$ cat src/rtl/ht_pkg.sv
package ht_pkg;

   localparam int unsigned WORD_W = 64;
   localparam int unsigned HALF_W = WORD_W / 2;

   typedef enum logic [1:0] {
      SEL_NONE = 2'd0,
      SEL_TIME = 2'd1,
      SEL_CMP  = 2'd2
   } ht_sel_e;

   // Merge a write into a 64-bit register according to access size and half.
   function automatic logic [WORD_W-1:0] ht_merge(
      input logic [WORD_W-1:0] cur,
      input logic [WORD_W-1:0] wd,
      input logic              len8,
      input logic              hi
   );
      logic [WORD_W-1:0] res;
      if (len8)
         res = wd;
      else if (hi)
         res = {wd[HALF_W-1:0], cur[HALF_W-1:0]};
      else
         res = {cur[WORD_W-1:HALF_W], wd[HALF_W-1:0]};
      return res;
   endfunction

   // Shape a 64-bit register for the read bus.
   function automatic logic [WORD_W-1:0] ht_shape(
      input logic [WORD_W-1:0] v,
      input logic              len8,
      input logic              hi
   );
      logic [WORD_W-1:0] res;
      if (hi)
         res = {{HALF_W{1'b0}}, v[WORD_W-1:HALF_W]};
      else if (len8)
         res = v;
      else
         res = {{HALF_W{1'b0}}, v[HALF_W-1:0]};
      return res;
   endfunction

endpackage

$ cat src/rtl/ht_addr_dec.sv
module ht_addr_dec
   import ht_pkg::*;
#(
   parameter int unsigned           ADDR_W    = 12,
   parameter int unsigned           NUM_HARTS = 4,
   parameter int unsigned           IDX_W     = 2,
   parameter logic [ADDR_W-1:0]     CMP_BASE  = '0,
   parameter logic [ADDR_W-1:0]     TIME_BASE = '0
) (
   input  logic [ADDR_W-1:0] addr,
   output ht_sel_e           sel,
   output logic              hi,
   output logic [IDX_W-1:0]  idx
);

   localparam int unsigned       SPAN_B  = NUM_HARTS * 8;
   localparam logic [ADDR_W:0]   SPAN_V  = (ADDR_W+1)'(SPAN_B);

   logic [ADDR_W-1:0] rel;
   logic              in_cmp;
   logic              in_time;
   logic              word_ok;

   always_comb begin
      rel     = addr - CMP_BASE;
      in_cmp  = (addr >= CMP_BASE) && ({1'b0, rel} < SPAN_V);
      in_time = (addr[ADDR_W-1:3] == TIME_BASE[ADDR_W-1:3]);
      word_ok = (addr[1:0] == 2'b00);
      hi      = addr[2];
      idx     = rel[IDX_W+2:3];
      if (!word_ok)
         sel = SEL_NONE;
      else if (in_cmp)
         sel = SEL_CMP;
      else if (in_time)
         sel = SEL_TIME;
      else
         sel = SEL_NONE;
   end

endmodule

$ cat src/rtl/ht_time_ctr.sv
module ht_time_ctr
   import ht_pkg::*;
(
   input  logic              clk,
   input  logic              rst_n,
   input  logic              tick_en,
   input  logic              wr_en,
   input  logic              len8,
   input  logic              hi,
   input  logic [WORD_W-1:0] wdata,
   output logic [WORD_W-1:0] time_o
);

   logic [WORD_W-1:0] time_q;

   always_ff @(posedge clk or negedge rst_n) begin
      if (!rst_n)
         time_q <= '0;
      else if (wr_en)
         time_q <= ht_merge(time_q, wdata, len8, hi);
      else if (tick_en)
         time_q <= time_q + WORD_W'(1);
   end

   assign time_o = time_q;

endmodule

$ cat src/rtl/ht_cmp_slot.sv
module ht_cmp_slot
   import ht_pkg::*;
#(
   parameter bit SPLIT_CMP = 1'b0
) (
   input  logic              clk,
   input  logic              rst_n,
   input  logic              wr_en,
   input  logic              len8,
   input  logic              hi,
   input  logic [WORD_W-1:0] wdata,
   input  logic [WORD_W-1:0] time_i,
   output logic [WORD_W-1:0] cmp_o,
   output logic              irq_o
);

   logic [WORD_W-1:0] cmp_q;
   logic              reached;
   logic              irq_q;

   always_ff @(posedge clk or negedge rst_n) begin
      if (!rst_n)
         cmp_q <= '0;
      else if (wr_en)
         cmp_q <= ht_merge(cmp_q, wdata, len8, hi);
   end

   generate
      if (SPLIT_CMP) begin : g_split
         // Two 32-bit comparators in parallel, combined in one level.
         logic hi_lt, hi_eq, lo_le;
         always_comb begin
            hi_lt   = cmp_q[WORD_W-1:HALF_W] <  time_i[WORD_W-1:HALF_W];
            hi_eq   = cmp_q[WORD_W-1:HALF_W] == time_i[WORD_W-1:HALF_W];
            lo_le   = cmp_q[HALF_W-1:0]      <= time_i[HALF_W-1:0];
            reached = hi_lt | (hi_eq & lo_le);
         end
      end else begin : g_flat
         always_comb reached = (cmp_q <= time_i);
      end
   endgenerate

   always_ff @(posedge clk or negedge rst_n) begin
      if (!rst_n)
         irq_q <= 1'b0;
      else
         irq_q <= reached;
   end

   assign cmp_o = cmp_q;
   assign irq_o = irq_q;

endmodule

$ cat src/rtl/hart_timer.sv
module hart_timer
   import ht_pkg::*;
#(
   parameter int unsigned       ADDR_W    = 12,
   parameter int unsigned       NUM_HARTS = 4,
   parameter logic [ADDR_W-1:0] CMP_BASE  = 12'h000,
   parameter logic [ADDR_W-1:0] TIME_BASE = 12'h100,
   parameter bit                SPLIT_CMP = 1'b0
) (
   input  logic                 clk,
   input  logic                 rst_n,
   input  logic                 tick_en,
   input  logic                 bus_we,
   input  logic                 bus_len8,
   input  logic [ADDR_W-1:0]    bus_addr,
   input  logic [63:0]          bus_wdata,
   output logic [63:0]          bus_rdata,
   output logic [NUM_HARTS-1:0] irq_o
);

   localparam int unsigned IDX_W  = (NUM_HARTS > 1) ? $clog2(NUM_HARTS) : 1;
   localparam int unsigned SPAN_B = NUM_HARTS * 8;

   // Elaboration-time parameter checks
   generate
      if (NUM_HARTS < 1) begin : g_bad_harts
         $error("hart_timer: NUM_HARTS must be at least 1");
      end
      if (ADDR_W < IDX_W + 3) begin : g_bad_aw
         $error("hart_timer: ADDR_W too narrow for the compare array");
      end
      if (CMP_BASE[2:0] != 3'b000 || TIME_BASE[2:0] != 3'b000) begin : g_bad_align
         $error("hart_timer: bases must be 8-byte aligned");
      end
      if ((int'(TIME_BASE) >= int'(CMP_BASE)) &&
          (int'(TIME_BASE) <  int'(CMP_BASE) + int'(SPAN_B))) begin : g_bad_overlap
         $error("hart_timer: time window overlaps the compare array");
      end
      if (int'(CMP_BASE) + int'(SPAN_B) > (1 << ADDR_W)) begin : g_bad_span
         $error("hart_timer: compare array exceeds the address space");
      end
   endgenerate

   ht_sel_e                         sel;
   logic                            sel_hi;
   logic [IDX_W-1:0]                sel_idx;
   logic                            wr_ok;
   logic                            time_wr;
   logic [WORD_W-1:0]               time_q;
   logic [NUM_HARTS-1:0][WORD_W-1:0] cmp_q;

   ht_addr_dec #(
      .ADDR_W    (ADDR_W),
      .NUM_HARTS (NUM_HARTS),
      .IDX_W     (IDX_W),
      .CMP_BASE  (CMP_BASE),
      .TIME_BASE (TIME_BASE)
   ) dec_i (
      .addr (bus_addr),
      .sel  (sel),
      .hi   (sel_hi),
      .idx  (sel_idx)
   );

   // An 8-byte access at the upper offset is not a legal write.
   assign wr_ok   = bus_we && (sel != SEL_NONE) && !(bus_len8 && sel_hi);
   assign time_wr = wr_ok && (sel == SEL_TIME);

   ht_time_ctr time_i (
      .clk     (clk),
      .rst_n   (rst_n),
      .tick_en (tick_en),
      .wr_en   (time_wr),
      .len8    (bus_len8),
      .hi      (sel_hi),
      .wdata   (bus_wdata),
      .time_o  (time_q)
   );

   generate
      for (genvar h = 0; h < NUM_HARTS; h++) begin : g_hart
         logic slot_wr;
         assign slot_wr = wr_ok && (sel == SEL_CMP) && (sel_idx == IDX_W'(h));

         ht_cmp_slot #(
            .SPLIT_CMP (SPLIT_CMP)
         ) slot_i (
            .clk    (clk),
            .rst_n  (rst_n),
            .wr_en  (slot_wr),
            .len8   (bus_len8),
            .hi     (sel_hi),
            .wdata  (bus_wdata),
            .time_i (time_q),
            .cmp_o  (cmp_q[h]),
            .irq_o  (irq_o[h])
         );
      end
   endgenerate

   always_comb begin
      bus_rdata = '0;
      unique case (sel)
         SEL_TIME: bus_rdata = ht_shape(time_q, bus_len8, sel_hi);
         SEL_CMP: begin
            if (int'(sel_idx) < NUM_HARTS)
               bus_rdata = ht_shape(cmp_q[sel_idx], bus_len8, sel_hi);
         end
         default: bus_rdata = '0;
      endcase
   end

endmodule

$ cat config.mk
export PLATFORM = sky130hd
export DESIGN_NAME = hart_timer
export DESIGN_NICKNAME = d
export VERILOG_FILES = /design/src/rtl/ht_pkg.sv /design/src/rtl/ht_addr_dec.sv /design/src/rtl/ht_time_ctr.sv /design/src/rtl/ht_cmp_slot.sv /design/src/rtl/hart_timer.sv
export SDC_FILE = /design/constraint.sdc
export NUM_CORES = 1
export LEC_CHECK = 0
export BUFFER_PORTS_ARGS = -buffer_cell sky130_fd_sc_hd__clkbuf_2
export CAP_MARGIN = 10
export CELL_PAD_IN_SITES_DETAIL_PLACEMENT = 1
export CELL_PAD_IN_SITES_GLOBAL_PLACEMENT = 1
export CORE_MARGIN = 1.5
export CORE_UTILIZATION = 48
export CTS_CLUSTER_DIAMETER = 40
export DETAILED_ROUTE_END_ITERATION = 8
export PLACE_DENSITY_LB_ADDON = 0.1
export SLEW_MARGIN = 20
export SYNTH_ARGS = -nofsm -noshare
export SYNTH_HDL_FRONTEND = slang
export SYNTH_HIERARCHICAL = 1
export SYNTH_SLANG_ARGS = --single-unit
$ cat constraint.sdc
create_clock -name clk -period 2.8 [get_ports clk]
set_input_delay 0.14 -clock clk [delete_from_list [all_inputs] [get_ports clk]]
set_output_delay 0.14 -clock clk [all_outputs]
set_load 0.02 [all_outputs]
==> run summary, run 1 <==
Cell Area, Synth: 0.0262 sq mm
share of cells above drive strength 1: 22.5%
CTS tree: built
reg2reg start: time_i/time_o[37]$_DFFE_PN0P_
Max Clock Freq: 343 MHz
Cell Rows: 85
worst slack, placed: -457 ps
skew final: 27.0 ps
status: complete, but fails checks
post-DR wirelength/cell: 32.0 microns
Final Max Tran Viols: 0
Cell Area, Placed: 0.0294 sq mm
vias in the first global route: 29900
hold path depth: 3
pin count of the biggest net entering global routing: 135
Tightest Pin Transition: 912 ps
Synth area leader: dfrtp_1
reg2reg setup slack: -30 ps
fin cells: 4132
Critical Path Start Type: primary input
H-Tree Depth: 3
final wirelength: 132000 microns
count leader, synth: inv_1
Rel. slew slack: 39.1%
sequential area share after synthesis: 30.9%
Async SR Flop Fraction: 100%
Inst Count DP: 3931
final setup margin: -115 ps
grt total ovfl: 0
reg2reg end: g_hart[1].slot_i/irq_o$_DFF_PN0_
pwr dens: 502 mW/mm^2
period utilization: 104%
Port Buf Inserts: 148
crit path max fanout: 7
synthesized instance count: 3014
leak pwr: 16.2 nW
Die X: 237 microns
crit end category: primary output
gr usage total: 46.2%
TritonCTS buffer count: 79
Nets: 3715
worst hold path class: primary input to flop
Yosys top cell area share: 30.9%
post-layout util: 61.2%
root buf cell: clkbuf_16
Final Hold Fails: 0
HP Start: bus_wdata[62]
Cell variety after synth: 90
Syn Area/Cell: 8.71 sq um
initial antenna violation count: 7
Die Height: 237 microns
I/O Pins: 149
area of the die: 0.0561 sq mm
first-pass GRT wire length: 194000 microns
Worst Hold End: g_hart[2].slot_i/cmp_o[62]$_DFFE_PN0P_
EDFF count, synth: 0
clock sink count: 324
drt drc: 0
area grow syn2layout: 25.7%
core area: 0.0539 sq mm
yosys synthesis warning count: 6
Synth top cells by count: 327 x inv_1, 324 x dfrtp_1, 266 x nand2_1
Max Cap Violations: 0
synthesized flop and latch total: 324
ys flop type: dfrtp_1
GP Congestion: 1.02
failing checks: negative setup slack
Setup TNS: -250 ps
DR iter-0 viols: 3099
cells on worst reg2reg path: 9
Syn Nets: 3355
top cells by area, synth: dfrtp_1 31%, ha_1 12%, a21oi_1 4.9%, inv_1 4.7%, o21ai_0 4.2%
Setup Crit Path Kind: primary input to primary output
Final ANT Viol Nets: 0
required time of the critical path: 2660 ps
DP Wirelength: 95000 microns
VDD IR-drop max: 0.000470 V
RSZ-0062 raised after global routing: true
Setup violations, final: 12
via count: 28600
Final min period: 2910 ps
DRT Pass-1 Iters: 7
final instance area: 0.0330 sq mm
worst endpoint data arrival time: 2770 ps
DR vias/cell: 6.91
Worst-path clk slew: 40 ps
initial core utilization: 48.7%
Longest Clk Path Bufs: 3
Clock Latency Late Sink: 620 ps
## power by group
part	leakage, nW	switching [W]	internal (W)
Sequential	4.35	0.000230	0.00476
Combinational	10.5	0.00126	0.000665
Clock	1.34	0.00308	0.00658
## state kept, by name, summed over array words and instances (netlist names)
name and cells:
g_hart.slot_i/irq_o 4, time_i/time_o 64, g_hart.slot_i/cmp_o 256
## per-layer routing
layer,track usage [%],up-vias,routed length (microns)
met3,9.10,548,11100
met4,34.7,8,11100
met1,55.0,14400,49500
met5,0,-,49
li1,-,11900,-
met2,74.2,1698,60400
## stage by stage
stage / hold WS [ps] / power, W
6_report: 28.4 / 0.0166
5_1_grt: 6.32 / 0.0169
4_1_cts: 0.00655 / 0.0165
3_5_place_dp: 140 / 0.00683
3_3_place_gp: 140 / 0.00674
2_1_floorplan: -156 / 0.00586
## placed cells by master, fill, tap and decap left out, drive strengths merged, types with 121 or more instances in the layout
| cell | synthesis | routed |
|---|---|---|
| nand4 | 121 | 121 |
| nand3 | 164 | 164 |
| a21oi | 255 | 255 |
| o21ai | 250 | 250 |
| nand2 | 267 | 267 |
| ha | 260 | 260 |
| o22ai | 131 | 131 |
| clkbuf | 95 | 218 |
| mux2 | 161 | 161 |
| dfrtp | 324 | 324 |
| inv | 332 | 336 |
| buf | 90 | 305 |
## cell families (layout without fill, tap and decap cells)
kind of cell / after synthesis / count (layout) / synth area share [%]
AND/OR/NAND/NOR: 861 / 861 / 18.0
XOR/XNOR: 1 / 1 / 0.0334
adder cells (fa/ha/maj): 260 / 260 / 12.4
buffers and inverters: 518 / 938 / 8.23
AO/OA/AOI/OAI: 843 / 843 / 19.8
multiplexers: 207 / 207 / 10.7
flip-flops: 324 / 324 / 30.9
other: 0 / 2 / 0
## layout make-up
| type | instances | area, sq um |
|---|---|---|
| multi-input combinational | 2172 | 16100 |
| antenna | 2 | 5.00 |
| clock buffer | 103 | 2200 |
| fill | 6224 | 20900 |
| inverter | 333 | 1250 |
| tap | 696 | 871 |
| timing repair buffer | 464 | 3920 |
| clock inverter | 38 | 523 |
| sequential | 324 | 8110 |
## worst max-delay path by stage
stage | from | endpoint | slack, ps | depth (start not counted)
final | bus_addr[0] | bus_rdata[23] | -110 | 12
after global routing | bus_addr[0] | bus_rdata[23] | -130 | 12
after CTS | bus_addr[10] | bus_rdata[41] | -20 | 12
after detailed placement | bus_addr[9] | time_i/time_o[20]$_DFFE_PN0P_ | -460 | 11
after global placement | bus_addr[9] | time_i/time_o[20]$_DFFE_PN0P_ | -390 | 11
after floorplan | bus_addr[9] | time_i/time_o[63]$_DFFE_PN0P_ | -10 | 11
## timing repair
action,CTS,global route
gates cloned,0,3
hold buffers,44,0
pin swaps,3,27
resized for setup,14,91
setup buffers,4,8
hold endpoints to repair,306,0
endpoints found under the setup margin,50,41
## critical path, stage by stage
cell and delay [ps]:
buf_6 90, or4_4 560, nor4_4 350, inv_2 80, buf_4 160, ha_4 270, and3b_2 280, buf_12 150
clkbuf_16 180, nand2_2 130, nand4_1 170, buf_2 210
Power figures use the tool's default switching activity.
==> run 2: changes to the inputs <==
- CORE_UTILIZATION: 48 -> 30
==> run summary, run 2 (synthesized netlist as in run 1, its figures left out) <==
status: complete, but fails checks (unchanged)
failing checks: negative setup slack (unchanged)
clock sink count: 324 (unchanged)
most common cell after layout, fill and taps aside: inv_1 (unchanged)
initial core utilization: 30.3% (was 48.7%)
Longest Clk Path Bufs: 3 (unchanged)
final setup margin: -195 ps (was -115 ps)
grt total ovfl: 0 (unchanged)
TritonCTS buffer count: 90 (was 79)
DR vias/cell: 5.88 (was 6.91)
CTS tree: built (unchanged)
DRT Pass-1 Iters: 9 (was 7)
share of cells above drive strength 1: 26.4% (was 22.5%)
pin count of the biggest net entering global routing: 147 (was 135)
Setup Crit Path Kind: primary input to primary output (unchanged)
final wirelength: 144000 microns (was 132000 microns)
commonest cells after routing, fill and taps aside: 326 x inv_1, 315 x dfrtp_1, 264 x buf_4 (was 326 x inv_1, 322 x dfrtp_1, 257 x ha_1)
worst endpoint data arrival time: 2850 ps (was 2770 ps)
first-pass GRT wire length: 207000 microns (was 194000 microns)
Cell Area, Placed: 0.0305 sq mm (was 0.0294 sq mm)
DP Wirelength: 107000 microns (was 95000 microns)
Setup violations, final: 63 (was 12)
final instance area: 0.0358 sq mm (was 0.0330 sq mm)
gr usage total: 31.7% (was 46.2%)
Rel. slew slack: 29.7% (was 39.1%)
Final Max Tran Viols: 0 (unchanged)
DR iter-0 viols: 2180 (was 3099)
Final Hold Fails: 0 (unchanged)
vias in the first global route: 29100 (was 29900)
root buf cell: clkbuf_16 (unchanged)
multi-input logic area: 0.0166 sq mm (was 0.0161 sq mm)
Worst-path clk slew: 40 ps (about the same)
Cell Rows: 108 (was 85)
Die Height: 299 microns (was 237 microns)
Tot Pwr: 0.0179 W (was 0.0166 W)
post-DR wirelength/cell: 30.7 microns (was 32.0 microns)
initial antenna violation count: 2 (was 7)
VDD IR-drop max: 0.000519 V (was 0.000470 V)
Max Clock Freq: 334 MHz (was 343 MHz)
Final min period: 2990 ps (was 2910 ps)
via count: 27500 (was 28600)
max FFs per register: 256 (unchanged)
post-layout util: 41.2% (was 61.2%)
Critical Path Start Type: primary input (unchanged)
period utilization: 107% (was 104%)
GP Congestion: 0.939 (was 1.02)
drt drc: 0 (unchanged)
area grow syn2layout: 36.3% (was 25.7%)
Port Buf Inserts: 148 (unchanged)
Max Cap Violations: 0 (unchanged)
worst slack, placed: -474 ps (was -457 ps)
worst hold path class: primary input to asynchronous set/reset pin (was primary input to flop)
skew final: 27.9 ps (was 27.0 ps)
final-layout fill cell count: 9928 (was 6224)
required time of the critical path: 2660 ps (about the same)
Nets: 3794 (was 3715)
cells on worst reg2reg path: 9 (unchanged)
I/O Pins: 149 (unchanged)
RSZ-0062 raised after global routing: true (unchanged)
area of the die: 0.0893 sq mm (was 0.0561 sq mm)
crit path max fanout: 8 (was 7)
Final ANT Viol Nets: 0 (unchanged)
H-Tree Depth: 3 (unchanged)
pwr dens: 501 mW/mm^2 (was 502 mW/mm^2)
Tightest Pin Transition: 1050 ps (was 912 ps)
Die X: 299 microns (was 237 microns)
register area: 0.00812 sq mm (was 0.00811 sq mm)
leak pwr: 17.2 nW (was 16.2 nW)
crit end category: primary output (unchanged)
core area: 0.0868 sq mm (was 0.0539 sq mm)
Clock Latency Late Sink: 660 ps (was 620 ps)
-- run 2: cell count changes in the layout (fill, tap and decap cells not counted), moves of 10 or more --
cell,previous run,this run
nand2_4,1,16
buf_12,39,58
clkinvlp_4,4,15
nand2_1,256,234
buf_4,236,264
buf_8,5,25
clkbuf_2,110,80
buf_2,13,3
nor2_4,0,19
nor2_1,80,56
clkbuf_8,11,31
-- run 2: repair_timing --
action | CTS | global route
resized for setup | 217 | 134
hold buffers | 49 | 0
pin swaps | 46 | 42
buffers inserted | 19 | 8
cloned | 6 | 2
endpoints found under the hold margin | 437 | 0
endpoints found under the setup margin | 66 | 77
-- run 2: worst max-delay path, cell delays in order --
cell,delay [ps]
clkbuf_2,80
or4_4,570
nor4_4,460
inv_2,90
buf_4,160
ha_4,290
buf_4,120
buf_12,80
nand3b_1,140
buf_8,220
buf_12,170
nor2_1,160
buf_4,170
-- run 2: layer usage --
metal,up-vias,GRT usage (%),wire [microns]
li1,12100,-,-
met1,14200,40.1,60400
met2,905,53.2,68400
met3,292,5.01,7710
met4,0,14.1,7300
met5,-,0,0
-- run 2: final cells by class --
| type | instances | share of cell area (%) |
|---|---|---|
| antenna | 2 | 0.0140 |
| clock buffer | 107 | 6.64 |
| clock inverter | 59 | 2.20 |
| inverter | 333 | 3.49 |
| multi-input combinational | 2172 | 46.4 |
| sequential | 324 | 22.7 |
| tap | 1155 | 4.04 |
| timing repair buffer | 532 | 14.5 |
-- run 2: worst paths after layout --
path                                                       startpoint                                     end  slack [ps]
worst min register to register  g_hart[1].slot_i/cmp_o[0]$_DFFE_PN0P_   g_hart[1].slot_i/cmp_o[0]$_DFFE_PN0P_         510
worst max register to register           time_i/time_o[1]$_DFFE_PN0P_        g_hart[2].slot_i/irq_o$_DFF_PN0_         -10
min in group clk                                         bus_wdata[0]   g_hart[0].slot_i/cmp_o[0]$_DFFE_PN0P_          30
max in group asynchronous                                       rst_n  g_hart[1].slot_i/cmp_o[62]$_DFFE_PN0P_        1750
worst min-delay path                                            rst_n  g_hart[3].slot_i/cmp_o[14]$_DFFE_PN0P_          20
worst max-delay path                                      bus_addr[0]                           bus_rdata[45]        -190
-- run 2: stage by stage --
stage	TNS [ps]	hold WS, ps	instances
after floorplan	-24.9	-156	3014
after global placement	-51850	135	4436
after detailed placement	-68250	129	4436
after CTS	-4940	9.05	4676
after global routing	-8690	21.2	4682
final	-6510	23.6	4684
-- run 2: where the power goes --
part | internal (W) | leakage (nW) | switching (W) | total [W]
clock | 0.00742 | 1.51 | 0.00351 | 0.0109
sequential | 0.00476 | 4.34 | 0.000180 | 0.00494
combinational | 0.000728 | 11.4 | 0.00132 | 0.00205
